## config.mk

```make
export PLATFORM = sky130hd
export DESIGN_NAME = mw_mem_slave
export DESIGN_NICKNAME = d
export VERILOG_FILES = /design/src/rtl/mw_pkg.sv /design/src/rtl/mw_sync_edge.sv /design/src/rtl/mw_array.sv /design/src/rtl/mw_timer.sv /design/src/rtl/mw_ctrl.sv /design/src/rtl/mw_mem_slave.sv
export SDC_FILE = /design/constraint.sdc
export NUM_CORES = 2
export LEC_CHECK = 0
export BUFFER_PORTS_ARGS = -buffer_cell sky130_fd_sc_hd__buf_2
export CAP_MARGIN = 10
export CORE_MARGIN = 2
export CORE_UTILIZATION = 35
export DETAILED_ROUTE_END_ITERATION = 8
export SYNTH_ARGS = -nofsm -noshare
export SYNTH_HDL_FRONTEND = slang
export SYNTH_SLANG_ARGS = --single-unit
```

## constraint.sdc

```tcl
create_clock -name clk -period 5.28 [get_ports clk]
set_input_delay 0 -clock clk [delete_from_list [all_inputs] [get_ports clk]]
set_output_delay 0 -clock clk [all_outputs]
set_load 0.02 [all_outputs]
```

## src/rtl/mw_pkg.sv

```systemverilog
package mw_pkg;
   typedef enum logic [2:0] {
      ST_IDLE, ST_OPC, ST_ADDR, ST_DATA, ST_READ, ST_DONE
   } mw_state_t;

   typedef enum logic [1:0] {
      WK_NONE, WK_WORD, WK_ALL
   } mw_wkind_t;

   localparam logic [1:0] OP_CTL   = 2'b00;
   localparam logic [1:0] OP_WRITE = 2'b01;
   localparam logic [1:0] OP_READ  = 2'b10;
   localparam logic [1:0] OP_ERASE = 2'b11;

   localparam logic [1:0] SUB_DIS  = 2'b00;
   localparam logic [1:0] SUB_WALL = 2'b01;
   localparam logic [1:0] SUB_EALL = 2'b10;
   localparam logic [1:0] SUB_EN   = 2'b11;
endpackage

```

## src/rtl/mw_sync_edge.sv

```systemverilog
module mw_sync_edge #(
   parameter int STAGES = 2
) (
   input  logic clk,
   input  logic rst_n,
   input  logic cs_i,
   input  logic sclk_i,
   input  logic din_i,
   output logic cs_o,
   output logic din_o,
   output logic rise_o
);
   generate
      if (STAGES < 2) begin : g_bad_stages
         $error("mw_sync_edge: STAGES must be at least 2");
      end
   endgenerate

   logic [STAGES-1:0] cs_p, ck_p, dt_p;
   logic              ck_last;

   always_ff @(posedge clk or negedge rst_n) begin
      if (!rst_n) begin
         cs_p    <= '0;
         ck_p    <= '0;
         dt_p    <= '0;
         ck_last <= 1'b0;
      end else begin
         cs_p    <= {cs_p[STAGES-2:0], cs_i};
         ck_p    <= {ck_p[STAGES-2:0], sclk_i};
         dt_p    <= {dt_p[STAGES-2:0], din_i};
         ck_last <= ck_p[STAGES-1];
      end
   end

   assign cs_o   = cs_p[STAGES-1];
   assign din_o  = dt_p[STAGES-1];
   assign rise_o = ck_p[STAGES-1] & ~ck_last;
endmodule

```

## src/rtl/mw_array.sv

```systemverilog
module mw_array
   import mw_pkg::*;
#(
   parameter int WORD_W = 16,
   parameter int DEPTH  = 64,
   localparam int AW    = $clog2(DEPTH),
   localparam int HW    = WORD_W / 2
) (
   input  logic              clk,
   input  logic              rst_n,
   input  mw_wkind_t         wr_kind,
   input  logic [AW-1:0]     wr_idx,
   input  logic              wr_half,
   input  logic              wr_upper,
   input  logic [WORD_W-1:0] wr_data,
   input  logic [AW-1:0]     rd_idx,
   output logic [WORD_W-1:0] rd_word
);
   logic [WORD_W-1:0] rows [DEPTH];

   for (genvar w = 0; w < DEPTH; w++) begin : g_row
      logic              hit;
      logic [WORD_W-1:0] row;

      assign hit = (wr_kind == WK_ALL) ||
                   ((wr_kind == WK_WORD) && (wr_idx == AW'(w)));

      always_ff @(posedge clk or negedge rst_n) begin
         if (!rst_n) begin
            row <= '1;
         end else if (hit) begin
            if (!wr_half)
               row <= wr_data;
            else if (wr_kind == WK_ALL)
               row <= {2{wr_data[HW-1:0]}};
            else if (wr_upper)
               row[WORD_W-1:HW] <= wr_data[HW-1:0];
            else
               row[HW-1:0] <= wr_data[HW-1:0];
         end
      end

      assign rows[w] = row;
   end

   assign rd_word = rows[rd_idx];
endmodule

```

## src/rtl/mw_timer.sv

```systemverilog
module mw_timer #(
   parameter int CYCLES = 40,
   localparam int CW    = $clog2(CYCLES + 1)
) (
   input  logic clk,
   input  logic rst_n,
   input  logic start,
   output logic busy
);
   logic [CW-1:0] left;

   always_ff @(posedge clk or negedge rst_n) begin
      if (!rst_n)
         left <= '0;
      else if (start)
         left <= CW'(CYCLES);
      else if (left != '0)
         left <= left - 1'b1;
   end

   assign busy = (left != '0);
endmodule

```

## src/rtl/mw_ctrl.sv

```systemverilog
module mw_ctrl
   import mw_pkg::*;
#(
   parameter int WORD_W = 16,
   parameter int AW     = 6,
   localparam int HW    = WORD_W / 2,
   localparam int BAW   = AW + 1,
   localparam int MAXB  = (WORD_W > BAW) ? WORD_W : BAW,
   localparam int CW    = $clog2(MAXB + 1)
) (
   input  logic              clk,
   input  logic              rst_n,
   input  logic              cs_s,
   input  logic              din_s,
   input  logic              rise,
   input  logic              org,
   input  logic              busy,
   input  logic [WORD_W-1:0] rd_word,
   output logic [AW-1:0]     rd_idx,
   output mw_wkind_t         wr_kind,
   output logic [AW-1:0]     wr_idx,
   output logic              wr_half,
   output logic              wr_upper,
   output logic [WORD_W-1:0] wr_data,
   output logic              dout,
   output logic              dout_oe,
   output logic              wen
);
   mw_state_t         st;
   logic [1:0]        op;
   logic [BAW-1:0]    addr;
   logic [WORD_W-1:0] data, sh;
   logic [CW-1:0]     cnt;

   logic [BAW-1:0]    addr_nx;
   logic [WORD_W-1:0] data_nx, rd_sel;
   logic [CW-1:0]     alen, dlen;
   logic [1:0]        sub_nx;
   logic [AW-1:0]     idx_nx, idx_q;
   logic              up_nx, up_q;

   always_comb begin
      addr_nx = {addr[BAW-2:0], din_s};
      data_nx = {data[WORD_W-2:0], din_s};
      alen    = org ? CW'(AW) : CW'(BAW);
      dlen    = org ? CW'(WORD_W) : CW'(HW);
      sub_nx  = org ? addr_nx[AW-1:AW-2] : addr_nx[BAW-1:BAW-2];
      idx_nx  = org ? addr_nx[AW-1:0] : addr_nx[BAW-1:1];
      up_nx   = addr_nx[0];
      idx_q   = org ? addr[AW-1:0] : addr[BAW-1:1];
      up_q    = addr[0];
      rd_idx  = idx_nx;
      if (org)
         rd_sel = rd_word;
      else
         rd_sel = {(up_nx ? rd_word[WORD_W-1:HW] : rd_word[HW-1:0]), {HW{1'b0}}};
   end

   always_ff @(posedge clk or negedge rst_n) begin
      if (!rst_n) begin
         st       <= ST_IDLE;
         op       <= '0;
         addr     <= '0;
         data     <= '0;
         sh       <= '0;
         cnt      <= '0;
         dout     <= 1'b0;
         dout_oe  <= 1'b0;
         wen      <= 1'b0;
         wr_kind  <= WK_NONE;
         wr_idx   <= '0;
         wr_half  <= 1'b0;
         wr_upper <= 1'b0;
         wr_data  <= '0;
      end else begin
         wr_kind <= WK_NONE;
         if (!cs_s) begin
            st      <= ST_IDLE;
            dout    <= 1'b0;
            dout_oe <= 1'b0;
         end else if (rise) begin
            case (st)
               ST_IDLE: begin
                  if (din_s && !busy) begin
                     st   <= ST_OPC;
                     cnt  <= '0;
                     addr <= '0;
                     data <= '0;
                  end
               end
               ST_OPC: begin
                  op  <= {op[0], din_s};
                  cnt <= cnt + 1'b1;
                  if (cnt == CW'(1)) begin
                     st  <= ST_ADDR;
                     cnt <= '0;
                  end
               end
               ST_ADDR: begin
                  addr <= addr_nx;
                  cnt  <= cnt + 1'b1;
                  if (cnt == alen - 1'b1) begin
                     cnt <= '0;
                     st  <= ST_DONE;
                     case (op)
                        OP_READ: begin
                           st      <= ST_READ;
                           sh      <= rd_sel;
                           dout    <= 1'b0;
                           dout_oe <= 1'b1;
                        end
                        OP_WRITE: st <= ST_DATA;
                        OP_ERASE: begin
                           if (wen) begin
                              wr_kind  <= WK_WORD;
                              wr_idx   <= idx_nx;
                              wr_upper <= up_nx;
                              wr_half  <= !org;
                              wr_data  <= '1;
                           end
                        end
                        default: begin
                           case (sub_nx)
                              SUB_EN:   wen <= 1'b1;
                              SUB_DIS:  wen <= 1'b0;
                              SUB_WALL: st  <= ST_DATA;
                              default: begin
                                 if (wen) begin
                                    wr_kind <= WK_ALL;
                                    wr_half <= !org;
                                    wr_data <= '1;
                                 end
                              end
                           endcase
                        end
                     endcase
                  end
               end
               ST_DATA: begin
                  data <= data_nx;
                  cnt  <= cnt + 1'b1;
                  if (cnt == dlen - 1'b1) begin
                     st <= ST_DONE;
                     if (wen) begin
                        wr_kind  <= (op == OP_WRITE) ? WK_WORD : WK_ALL;
                        wr_idx   <= idx_q;
                        wr_upper <= up_q;
                        wr_half  <= !org;
                        wr_data  <= data_nx;
                     end
                  end
               end
               ST_READ: begin
                  if (cnt == dlen) begin
                     st      <= ST_DONE;
                     dout    <= 1'b0;
                     dout_oe <= 1'b0;
                  end else begin
                     dout <= sh[WORD_W-1];
                     sh   <= {sh[WORD_W-2:0], 1'b0};
                     cnt  <= cnt + 1'b1;
                  end
               end
               default: ;
            endcase
         end
      end
   end
endmodule

```

## src/rtl/mw_mem_slave.sv

```systemverilog
module mw_mem_slave
   import mw_pkg::*;
#(
   parameter int WORD_W       = 16,
   parameter int WORDS        = 64,
   parameter int WRITE_CYCLES = 40,
   parameter int SYNC_STAGES  = 2,
   localparam int AW          = $clog2(WORDS)
) (
   input  logic clk,
   input  logic rst_n,
   input  logic cs,
   input  logic sclk,
   input  logic din,
   input  logic org,
   output logic dout,
   output logic dout_oe,
   output logic ready
);
   generate
      if ((WORD_W < 4) || (WORD_W % 2 != 0)) begin : g_bad_width
         $error("mw_mem_slave: WORD_W must be even and at least 4");
      end
      if ((WORDS < 4) || ((1 << AW) != WORDS)) begin : g_bad_depth
         $error("mw_mem_slave: WORDS must be a power of two, at least 4");
      end
      if (WRITE_CYCLES < 2) begin : g_bad_cycles
         $error("mw_mem_slave: WRITE_CYCLES must be at least 2");
      end
   endgenerate

   logic              cs_s, din_s, rise, busy, wen;
   logic [WORD_W-1:0] rd_word, wr_data;
   logic [AW-1:0]     rd_idx, wr_idx;
   logic              wr_half, wr_upper;
   mw_wkind_t         wr_kind;

   mw_sync_edge #(.STAGES(SYNC_STAGES)) u_sync (
      .clk(clk), .rst_n(rst_n), .cs_i(cs), .sclk_i(sclk), .din_i(din),
      .cs_o(cs_s), .din_o(din_s), .rise_o(rise)
   );

   mw_ctrl #(.WORD_W(WORD_W), .AW(AW)) u_ctrl (
      .clk(clk), .rst_n(rst_n), .cs_s(cs_s), .din_s(din_s), .rise(rise),
      .org(org), .busy(busy), .rd_word(rd_word), .rd_idx(rd_idx),
      .wr_kind(wr_kind), .wr_idx(wr_idx), .wr_half(wr_half),
      .wr_upper(wr_upper), .wr_data(wr_data), .dout(dout),
      .dout_oe(dout_oe), .wen(wen)
   );

   mw_array #(.WORD_W(WORD_W), .DEPTH(WORDS)) u_array (
      .clk(clk), .rst_n(rst_n), .wr_kind(wr_kind), .wr_idx(wr_idx),
      .wr_half(wr_half), .wr_upper(wr_upper), .wr_data(wr_data),
      .rd_idx(rd_idx), .rd_word(rd_word)
   );

   mw_timer #(.CYCLES(WRITE_CYCLES)) u_timer (
      .clk(clk), .rst_n(rst_n), .start(wr_kind != WK_NONE), .busy(busy)
   );

   assign ready = !busy;
endmodule

```

==> results.yml <==
clock_tree:
  htreeDepth: 3
  cts_buffers: 118
  clk_pin_slew_ns: 0.06
  cts-root-buf: "clkbuf_16"
  cts_tree: "done"
  clock_path_buffers: 3
  worstSkewPairLatency_ns: 0.75
  cts.sinks: 1114
  cts.repair.resized: 0
  ctsHoldBuffers: 8
  post_cts_buffers: 0
layout:
  final_area_sq_um: 61150
  instances_no_fill: 7029
  finalNetCount: 4888
  area_delta_synth_final_pct: 11.55
  final_util_pct: 39.24
  drive_gt1_share_pct: 41.31
grt:
  antenna_found_initial: 2
  grt_pass1_wl_um: 260000
  use_met3_pct: 3.693
  use_met2_pct: 32.89
  gr-total-overflow: 0
  grt_max_degree: 182
  grt_pass1_vias: 38924
  grtUsageTotal_pct: 21.38
  grt.busiest_layer: "met2"
  grt_use_met1_pct: 30.14
critical_path:
  rr_worst_depth: 8
  rrSetupSlack_ns: 0.76
  crit_chain: "or3b_1, and2_1, o21ai_0, nor4_1, a2111oi_0, a2111oi_1, mux2i_1, o21ai_1"
  crit_type: "register to register"
  critPathRequiredTime_ns: 5.95
  critPathLaunchType: "register"
  worstPathMaxFanout: 52
  startpoint: "u_ctrl.addr[0]"
  critPathCaptureType: "register"
  r2r-end: "u_ctrl.sh[1]"
  crit_path_end: "u_ctrl.sh[1]"
  r2r_start: "u_ctrl.addr[0]"
  slowest_delay_ns: 1.10
  cpMaxStageDelayCell: "a2111oi_1"
  arrival_ns: 5.19
sta:
  setup_violations: 0
  report.final.slew_viol_count: 0
  tns_ns: 0
  finClkSkew_ns: 0.03045
  post-route-period-util_pct: 85.55
  hold_violations: 0
  fin_crit_ns: 4.517
  fmax_mhz: 221.4
  tightest_slew_ns: 1.399
  slew_headroom_pct: 6.358
  rsz0062_at_grt: "false"
detailed_routing:
  drtIter0Drc: 3793
  avgViaCountPerCell: 5.723
  wirelength_um: 173200
  dr.pass1.iters: 8
  post-route-drc-count: 0
  post_drt_wl_per_cell_um: 24.64
  postRouteAntennaNets: 0
  vias: 40227
yosys:
  syn_area_sq_um: 54820
  syn_nets: 5017
  ys_ff_latch: 1114
  ys_warn_count: 0
  synth-edff-count: 0
  syn_avg_cell_area_sq_um: 10.97
  synth_top_cell_area_share_pct: 49.08
  synth_cell_types: 86
  synth_top_cells_by_count: "dfstp_2, nor2_1, mux2_2, a21oi_1, nand2_1"
  async_reset_ff_share_pct: 100.0
  ys.flop_type: "dfstp_2"
  ys_top_cells_by_area: "dfstp_2, mux2_2, mux2i_1"
  synth_top_area_cell: "dfstp_2"
  ys_seq_area_share_pct: 53.19
  yosysMostFrequentCell: "dfstp_2"
  netlist_instances: 4998
power:
  p_leak_nw: 22.95
  peakVddDrop_mv: 0.2393
  total_power_mw: 19.68
  powerDensity_nw_per_um2: 321.8
hold_path:
  hold_class: "primary input to register"
placed_design:
  port_buffers: 8
  placed_area_sq_um: 56990
  dpl.hpwl_um: 112400
  gp_congestion: 0.9385
  dp.cells: 6791
floorplan:
  die_h_um: 399.8
  die_x_um: 399.8
  io_pins: 9
  rows: 145
  coreArea_sq_um: 155800
  die-area_sq_um: 159800
  initial_core_util_pct: 35.17
flow_run:
  drv_cap: 0
run_status:
  status: "finished, final reports clean"
==> flip-flops by register name, summed over array words and instances, names as in the netlist <==
signal	cells
u_array.g_row.row	1024
u_ctrl.sh	16
u_ctrl.wr_data	16
u_ctrl.data	15
u_ctrl.addr	7
u_ctrl.wr_idx	6
u_timer.left	6
u_ctrl.cnt	5
u_ctrl.st	3
u_ctrl.op	2
u_ctrl.wr_kind	2
u_sync.ck_p	2
u_sync.cs_p	2
u_sync.dt_p	2
u_ctrl.dout	1
u_ctrl.dout_oe	1
u_ctrl.wen	1
u_ctrl.wr_half	1
u_ctrl.wr_upper	1
u_sync.ck_last	1
==> worst min path at each step <==
stage                endpoint  cells past startpoint  slack, ns   from
2_1_floorplan  u_ctrl.addr[0]                      0      -0.30  rst_n
3_3_place_gp   u_sync.ck_p[0]                      1       0.11   sclk
3_5_place_dp   u_sync.dt_p[0]                      1       0.11  rst_n
4_1_cts          u_ctrl.sh[6]                      4       0.13    org
5_1_grt          u_ctrl.sh[6]                      4       0.17    org
6_report         u_ctrl.sh[6]                      4       0.22    org
==> kinds of logic (layout without fill, tap and decap cells) <==
logic type / after synthesis / count (layout) / synth area share [%]
simple gates: 1293 / 1293 / 10.04
flops: 1114 / 1114 / 53.19
other cells: 0 / 1 / 0
fa+ha+maj: 13 / 13 / 0.2967
buf+inv: 434 / 406 / 3.602
xor+xnor: 4 / 4 / 0.06390
compound gates: 1262 / 1262 / 14.10
mux: 878 / 878 / 18.71
==> cells in the final DEF, fill, tap and decap left out, drive strengths merged, types with 64 or more instances in the layout <==
master and n:
a21oi 491, buf 152, clkbuf 177, dfrtp 90, dfstp 1024, mux2 550
mux2i 268, nand2 433, nand3 78, nor2 567, o21ai 312, o22ai 64
==> worst max-delay path: cells and delay by family, from the launching register on <==
kind,cells,cell delay [ns]
AOI/OAI and AO/OA,4,1.71
and+or+nand+nor,3,1.64
DFF,1,0.89
muxes,1,0.17
==> per-stage QoR <==
stage	worst slack, ns	hold slack, ns
floorplan	2.914	-0.2956
global placement	1.155	0.1078
detailed placement	0.9847	0.1094
CTS	0.9559	0.1272
global route	0.8235	0.1713
finish	0.7630	0.2211
==> where the power goes <==
part / switching [mW] / internal [mW] / total, mW
sequential: 0.137 / 8.64 / 8.78
clock: 3.61 / 4.99 / 8.59
combinational: 1.54 / 0.758 / 2.30
==> area by class of cell <==
class,count,area [sq um]
multi-input combinational,3450,23860
timing repair buffer,163,1455
inverter,22,82.58
clock buffer,174,3518
sequential,1114,29180
antenna,1,2.502
fill,15010,94690
tap,2058,2575
clock inverter,47,476.7
==> routing by layer <==
metal / share of wire [%] / vias to the layer above / wire (um)
met3: 6.8 / 330 / 11720
met5: 0 / - / 0
met2: 45 / 1529 / 78230
li1: - / 17788 / -
met4: 3.6 / 0 / 6194
met1: 44 / 20580 / 77070
(Power assumes the default switching activity.)
